==> src/rtl/rdiv_pkg.sv <==
package rdiv_pkg;
    localparam int unsigned STEP_W = 10;

    typedef enum logic [1:0] {
        ST_IDLE   = 2'd0,
        ST_NORMAL = 2'd1,
        ST_FRACT  = 2'd2
    } rdiv_state_e;
endpackage

==> src/rtl/rdiv_int_counter.sv <==
module rdiv_int_counter #(
    parameter int unsigned W = 10
) (
    input  logic         clk_i,
    input  logic         rst_ni,
    input  logic         load_i,
    input  logic         run_i,
    input  logic [W-1:0] step_i,
    output logic         wrap_o
);
    localparam logic [W-1:0] CNT_TOP = {W{1'b1}};
    localparam logic [W-1:0] CNT_ONE = {{(W-1){1'b0}}, 1'b1};

    logic [W-1:0] cnt_q;

    assign wrap_o = run_i && (cnt_q == CNT_TOP);

    always_ff @(posedge clk_i) begin
        if (!rst_ni) begin
            cnt_q <= '0;
        end else if (load_i || wrap_o) begin
            // a new step only enters here, at a reload
            cnt_q <= step_i;
        end else if (run_i) begin
            cnt_q <= cnt_q + CNT_ONE;
        end
    end
endmodule

==> src/rtl/rdiv_frac_accum.sv <==
module rdiv_frac_accum #(
    parameter int unsigned W = 10
) (
    input  logic         clk_i,
    input  logic         rst_ni,
    input  logic         clear_i,
    input  logic         run_i,
    input  logic [W-1:0] step_i,
    output logic         carry_o
);
    logic [W-1:0] acc_q;
    logic [W:0]   sum;

    assign sum     = {1'b0, acc_q} + {1'b0, step_i};
    assign carry_o = run_i && sum[W];

    always_ff @(posedge clk_i) begin
        if (!rst_ni) begin
            acc_q <= '0;
        end else if (clear_i) begin
            acc_q <= '0;
        end else if (run_i) begin
            acc_q <= sum[W-1:0];
        end
    end
endmodule

==> src/rtl/rdiv_half_toggle.sv <==
module rdiv_half_toggle (
    input  logic clk_i,
    input  logic rst_ni,
    input  logic pulse_i,
    output logic tick_o,
    output logic mclk_o
);
    always_ff @(posedge clk_i) begin
        if (!rst_ni) begin
            tick_o <= 1'b0;
            mclk_o <= 1'b0;
        end else begin
            tick_o <= pulse_i;
            mclk_o <= mclk_o ^ pulse_i;
        end
    end
endmodule

==> src/rtl/rate_divider.sv <==
module rate_divider
    import rdiv_pkg::*;
#(
    parameter int unsigned W = STEP_W
) (
    input  logic         clk_i,
    input  logic         rst_ni,
    input  logic         frac_mode_i,
    input  logic [W-1:0] step_i,
    output logic         tick_o,
    output logic         mclk_o
);
    rdiv_state_e state_q, state_d;

    logic int_load, int_run, int_wrap;
    logic frac_clear, frac_run, frac_carry;
    logic pulse;

    // next-state decision
    always_comb begin
        state_d = state_q;
        unique case (state_q)
            ST_IDLE:   state_d = frac_mode_i ? ST_FRACT : ST_NORMAL;
            ST_NORMAL: state_d = frac_mode_i ? ST_FRACT : ST_NORMAL;
            ST_FRACT:  state_d = frac_mode_i ? ST_FRACT : ST_NORMAL;
            default:   state_d = ST_IDLE;
        endcase
    end

    // state register
    always_ff @(posedge clk_i) begin
        if (!rst_ni) begin
            state_q <= ST_IDLE;
        end else begin
            state_q <= state_d;
        end
    end

    // datapath controls
    always_comb begin
        int_load   = 1'b0;
        int_run    = 1'b0;
        frac_clear = 1'b0;
        frac_run   = 1'b0;
        unique case (state_q)
            ST_NORMAL: begin
                int_run    = (state_d == ST_NORMAL);
                frac_clear = (state_d == ST_FRACT);
            end
            ST_FRACT: begin
                frac_run = (state_d == ST_FRACT);
                int_load = (state_d == ST_NORMAL);
            end
            default: begin
                int_load   = (state_d == ST_NORMAL);
                frac_clear = (state_d == ST_FRACT);
            end
        endcase
    end

    rdiv_int_counter #(.W(W)) u_int (
        .clk_i  (clk_i),
        .rst_ni (rst_ni),
        .load_i (int_load),
        .run_i  (int_run),
        .step_i (step_i),
        .wrap_o (int_wrap)
    );

    rdiv_frac_accum #(.W(W)) u_frac (
        .clk_i   (clk_i),
        .rst_ni  (rst_ni),
        .clear_i (frac_clear),
        .run_i   (frac_run),
        .step_i  (step_i),
        .carry_o (frac_carry)
    );

    assign pulse = int_wrap | frac_carry;

    rdiv_half_toggle u_out (
        .clk_i   (clk_i),
        .rst_ni  (rst_ni),
        .pulse_i (pulse),
        .tick_o  (tick_o),
        .mclk_o  (mclk_o)
    );
endmodule

==> config.mk <==
export PLATFORM = sky130hd
export DESIGN_NAME = rate_divider
export DESIGN_NICKNAME = d
export VERILOG_FILES = /design/src/rtl/rdiv_pkg.sv /design/src/rtl/rdiv_int_counter.sv /design/src/rtl/rdiv_frac_accum.sv /design/src/rtl/rdiv_half_toggle.sv /design/src/rtl/rate_divider.sv
export SDC_FILE = /design/constraint.sdc
export NUM_CORES = 1
export LEC_CHECK = 0
export BUFFER_PORTS_ARGS = -buffer_cell sky130_fd_sc_hd__clkbuf_2
export CAP_MARGIN = 20
export CORE_AREA = 2 2 58 60
export DETAILED_ROUTE_END_ITERATION = 12
export DIE_AREA = 0 0 60 62
export HOLD_SLACK_MARGIN = 0.1
export PLACE_DENSITY = 0.69
export SYNTH_ARGS = -nofsm -noshare
export SYNTH_HDL_FRONTEND = slang
export SYNTH_HIERARCHICAL = 1
export SYNTH_SLANG_ARGS = --single-unit
==> constraint.sdc <==
create_clock -name clk_i -period 2.5 [get_ports clk_i]
set_input_delay 0.5 -clock clk_i [delete_from_list [all_inputs] [get_ports clk_i]]
set_output_delay 0.5 -clock clk_i [all_outputs]
set_load 0.005 [all_outputs]
# After elaboration in Yosys (flattened, before gate mapping)
# Index checks and enable logic that the tools add are counted.
[totals]
word_cells = 30
output_inout_bits = 2
ff_bits = 24
inputBits = 13
[op_classes]
n_bitwise = 3
muxes = 8
eq_ne = 5
n_reduce_logical = 7
n_addsub = 2
[ops]
columns = ["operator", "n"]
rows = [
  ["$mux W10", 2],
  ["$add A10 B10 Y11", 1],
  ["$add A10 B1 Y10 const B", 1],
  ["$eq A10 B10 Y1 const B", 1],
  ["$eq A2 B1 Y1 const B", 2],
  ["$eq A2 B2 Y1 const B", 2],
  ["$mux W1", 4],
  ["$mux W2", 2],
  ["$reduce_or A3 Y1", 1],
  ["$logic_and A1 B1 Y1", 2],
  ["$logic_not A2 Y1", 1],
  ["$reduce_bool A2 Y1", 1],
  ["$reduce_or A2 Y1", 1],
  ["$logic_or A1 B1 Y1", 1],
  ["$not A1 Y1", 1],
  ["$or A1 B1 Y1", 1],
  ["$xor A1 B1 Y1", 1],
]

# Logic depth before layout (Yosys ltp)
[logic_depth]
ltp_word = 8
mapped_depth = 11
mapped_depth_nobuf = 11

# Cells and area by module
# Netlist, hierarchy kept.
[modules_own_cells]
columns = ["mod", "seq_area_each_um2", "instances", "cells_per_inst", "area_each_um2"]
rows = [
  ["rdiv_frac_accum", 200.2, 1, 110, 850.8],
  ["rdiv_int_counter", 200.2, 1, 66, 601.8],
  ["rate_divider", 40.0, 1, 11, 95.1],
  ["rdiv_half_toggle", 40.0, 1, 5, 62.6],
]

# Worst setup path before layout
# Ideal clock, no wire load.
[synth_timing]
path_kind = "input port to flip-flop"
start = "in step_i[0]"
end = "reg u_out.mclk_o"
required_time_ns = 2.385
setup_slack_ns = 0.302
path_stages = 11
path_buffers = 0
setup_ns = 0.115
arrival_time_ns = 2.083
path_cell_list = "ha_1 -> inv_1 -> fa_1 -> nand2b_1 -> a21oi_2 -> a21oi_1 -> nand2b_1 -> a21oi_1 -> or2_2 -> xor2_1 -> and2_1"
[synth_via]
elab_chain_len = 4
[synth_lines]
columns = ["item", "line", "rtl"]
rows = [
  ["from (decl)", "rate_divider.sv:9", "input logic [W-1:0] step_i,"],
  ["$add A10 B10 Y11", "rdiv_frac_accum.sv:14", "assign sum = {1'b0, acc_q} + {1'b0, step_i};"],
  ["$logic_and A1 B1 Y1", "rdiv_frac_accum.sv:15", "assign carry_o = run_i && sum[W];"],
  ["net frac_carry", "rate_divider.sv:16", "logic frac_clear, frac_run, frac_carry;"],
  ["$or A1 B1 Y1", "rate_divider.sv:79", "assign pulse = int_wrap | frac_carry;"],
  ["net pulse", "rate_divider.sv:17", "logic pulse;"],
  ["$xor A1 B1 Y1", "rdiv_half_toggle.sv:14", "mclk_o <= mclk_o ^ pulse_i;"],
  ["to (signal assigned)", "rdiv_half_toggle.sv:14", ""],
  ["to (decl)", "rdiv_half_toggle.sv:6", "output logic mclk_o"],
]
# The timed path passes the listed nets, and every way through them passes these cells.
# A chain may end at the register's enable or synchronous reset.

# Worst setup path after layout
[layout_timing]
start = "reg u_frac.acc_q[0]"
end = "reg u_out.mclk_o"
[layout_via]
elab_chain_len = 4
[layout_lines]
columns = ["item", "line", "rtl"]
rows = [
  ["from (decl)", "rdiv_frac_accum.sv:11", "logic [W-1:0] acc_q;"],
  ["from (signal assigned)", "rdiv_frac_accum.sv:23", "acc_q <= sum[W-1:0];"],
  ["$add A10 B10 Y11", "rdiv_frac_accum.sv:14", ""],
  ["$logic_and A1 B1 Y1", "rdiv_frac_accum.sv:15", ""],
  ["net frac_carry", "rate_divider.sv:16", ""],
  ["$or A1 B1 Y1", "rate_divider.sv:79", ""],
  ["net pulse", "rate_divider.sv:17", ""],
  ["$xor A1 B1 Y1", "rdiv_half_toggle.sv:14", ""],
]
# The timed path passes the listed nets, and every way through them passes these cells.

==> results.md <==
- Shortest period the worst path allows: 2177 ps
- Wire length of the first global-routing pass: 5644 µm
- Highest-delay cell along the critical path: fa_1
- Root Buffer: clkbuf_4
- Full die area: 3720 µm²
- Met3 layer wire length in the routed design: 60 µm
- Most frequent cells after synthesis: 24 x dfxtp_1, 15 x nand2_1, 15 x nor2_1, 14 x a21oi_1, 12 x nand3_1
- Static leakage: 0.6982 nW
- Count of pins on the block boundary: 15
- CTS HTree Levels: 1
- Inserted Diodes: 0
- Critical path depth: 11
- Cell family contributing the most delay on the critical path: simple AND/OR/NAND/NOR gates
- Count of buffering cells on the critical path with inverters included: 1
- Total congestion overflow after global routing: 0
- Endpoint type of the worst setup path: flip-flop
- Final Instance Count excl. Fillers: 254
- Cell area after synthesis: 1610 µm²
- Area fraction of the dominant cell type after synthesis: 29.84%
- Die width: 60 µm
- Result of the run: finished, final reports clean
- Max Fclk: 459.4 MHz
- Mean instance size in the synthesized netlist: 8.387 µm²
- Y dimension of the die: 62 µm
- DRC violations left: 0
- Area occupied by multi-input gates: 1056 µm²
- Via/cell ratio: 5.575
- Sequential cell area fraction in the yosys report: 29.84%
- Fin area: 1792 µm²
- Metal2 WL: 1692 µm
- Worst-path fanout max: 3
- Max Root-Sink Buffers: 2
- Routed Wire Length: 3389 µm
- Dominant cell type by area after synthesis: dfxtp_1
- Core Rows: 21
- Worst setup margin: 323.1 ps
- R2r endpoint: u_out/mclk_o$_SDFF_PN0_
- Most common flop cell mapped by yosys: dfxtp_1
- Worst VDD drop: 0.0002066 V
- Number of search-and-repair iterations in the first detailed-routing pass: 4
- Number of DRC markers in iteration 0: 61
- # placed instances: 250
- Placement-stage cell area: 1739 µm²
- Fin Clk Skew: 9.215 ps
- Setup slack of the worst register-to-register path: 320 ps
- Final hold violations: 0
- Setup_tns: 0 ps
- Unrepaired setup endpoints after global routing: false
- CTS clock-pin slew for the worst setup and hold paths: 140 ps
- Synthesis-to-finish area growth: 11.27%
- Ys async rst share: 0%
- Power per unit of standard cell area: 463.0 nW/µm²
- Final count of negative-setup-slack endpoints: 0
- Data arrival time of the critical path: 2410 ps
- TritonCTS clock tree: yes
- Worst Reg2Reg Path Length in Cells: 11
- Transition time of the tightest slew-check pin: 589.9 ps
- Max Transition Viols Final: 0
- Peak per-stage delay on the critical path: 390 ps
- Latest clock arrival within the worst-skew pair: 320 ps
- Yosys synthesis warning count: 6
- Post-detailed-route wirelength per cell: 13.34 µm
- Cells traversed along the worst timing path: ha_1 > inv_1 > fa_1 > nand2b_1 > a21oi_2 > a21oi_1 > nand2b_1 > a21oi_1 > or2_2 > xor2_1 > and2_1
- Number of port buffers: 14
- Routed length on met1: 1616 µm
- Nets: 234
- Number of different library cells in the post-synthesis netlist: 54
- HPWL after DPL: 2656 µm
- Proportion of layout cells with a drive suffix above 1: 19.71%
- Number of buffers inserted during clock tree synthesis: 3
- Global Route Usage Sum: 20.21%
- Cell with the most instances after synthesis: dfxtp_1
- Vias in the first global route: 1,253
- Cell types occupying the most area after synthesis: dfxtp_1 30%, ha_1 8.5%, a21oi_1 4.4%
- Starting density of the core: 50.65%
- Worst-case hold slack: 391.6 ps
- Pre-CTS setup slack: 42.65 ps
- Top routing layer in use: met4
- Number of gates resized after cts: 0
- # Max-Cap Violations: 0
- Total nets after synthesis: 217
- Number of antenna violations at the first check in global routing: 0
- Count of clock tree sinks: 24
- Hold buffer count at CTS: 0
- Origin of the critical flop-to-flop path: u_frac/acc_q[0]$_SDFFE_PP0P_
- EDFF count, synth: 0
- Crit path launch: u_frac/acc_q[0]$_SDFFE_PP0P_
- Gate Count Post-Synth: 192
- Final critical-path share of the clock period: 87.08%
- Category of the critical setup timing path: reg2reg
- Hold crit path type: in2reg
- Slew HR: 60.55%
- Number of setup buffers added after CTS: 0
- Remaining antenna violation count after routing: 0
- Core box area: 3179 µm²
- Layout filler cell count: 291
- Worst path required time: 2740 ps
- Startpoint type of the worst setup path: flip-flop
- Maximum number of pins on one net before global-route repair: 21
- Reg area: 480.5 µm²
- End point of the critical path: u_out/mclk_o$_SDFF_PN0_
- Via Count: 1,416
- Routability-driven placement congestion ratio: 0.8259
- Post-synthesis sequential element count: 24
## routing by layer
layer | up-vias | track usage [%]
met4 | 0 | 5.714
met5 | - | 0
met3 | 2 | 2.484
li1 | 740 | -
met2 | 13 | 34.32
met1 | 661 | 27.08
## state kept, by name (all words and copies together) (netlist names)
| signal | count |
|---|---|
| u_out/mclk_o | 1 |
| u_frac/acc_q | 10 |
| u_int/cnt_q | 10 |
| state_q | 2 |
| u_out/tick_o | 1 |
## cells in the final DEF (no fill, tap or decap), types with 4 or more instances in the layout
| master | Yosys | layout |
|---|---|---|
| xnor2_1 | 7 | 7 |
| a21oi_1 | 14 | 14 |
| a211oi_1 | 5 | 5 |
| dfxtp_1 | 24 | 24 |
| inv_1 | 6 | 6 |
| nand3_1 | 12 | 12 |
| o21ai_1 | 4 | 4 |
| nand2_1 | 15 | 15 |
| buf_4 | 2 | 7 |
| clkbuf_2 | 0 | 14 |
| nor2_1 | 15 | 15 |
| ha_1 | 11 | 11 |
| nor3_1 | 4 | 4 |
| xor2_1 | 4 | 4 |
| nand4_1 | 6 | 6 |
| o21ai_0 | 8 | 8 |
## final cells by class
class | instances | share of cell area (%)
clock inverters | 1 | 1.676
clock buffers | 3 | 1.257
well taps | 46 | 3.212
flip-flops and latches | 24 | 26.82
multi-input cells | 153 | 58.94
inverters | 6 | 1.257
repair buffers | 21 | 6.844
## stage by stage
stage	power, mW	util, %
finish	0.8296	56.36
global route	0.8782	56.36
detailed placement	0.5516	54.70
floorplan	0.5121	-
global placement	0.5478	54.70
CTS	0.8382	56.36
## worst reg2reg max path, cell delays in order, from the launching register on
cell and delay (ps):
dfxtp_1 350, ha_1 190, inv_1 60, fa_1 390, nand2b_1 200, a21oi_2 190
a21oi_1 110, nand2b_1 150, a21oi_1 120, or2_2 130, xor2_1 50, and2_1 150
## kinds of logic (layout without fill, tap and decap cells)
family	count (synthesis)	in the layout	synth area share (%)
and+or+nand+nor	80	80	27.66
AOI/OAI and AO/OA	46	46	19.58
DFF	24	24	29.84
buffers and inverters	15	31	4.584
adders and majority gates	12	12	9.790
xor gates and xnor gates	11	11	5.983
muxes	4	4	2.564
## how the worst min path moves through the flow
stage                                      from               endpoint  cells past startpoint  slack, ps
after floorplan           state_q[0]$_SDFF_PN0_  state_q[1]$_SDFF_PN0_                      1        450
after global placement    state_q[0]$_SDFF_PN0_  state_q[1]$_SDFF_PN0_                      1        470
after detailed placement  state_q[0]$_SDFF_PN0_  state_q[1]$_SDFF_PN0_                      1        490
after CTS                           frac_mode_i  state_q[0]$_SDFF_PN0_                      2        380
after global routing                frac_mode_i  state_q[0]$_SDFF_PN0_                      2        380
final                               frac_mode_i  state_q[0]$_SDFF_PN0_                      2        390
## power by group
| group | switching, mW | internal [mW] | total, mW |
|---|---|---|---|
| combinational | 0.0741 | 0.0539 | 0.128 |
| clock | 0.124 | 0.162 | 0.286 |
| sequential | 0.0167 | 0.399 | 0.416 |
| total | 0.214 | 0.615 | 0.830 |
Power figures use the tool's default switching activity.
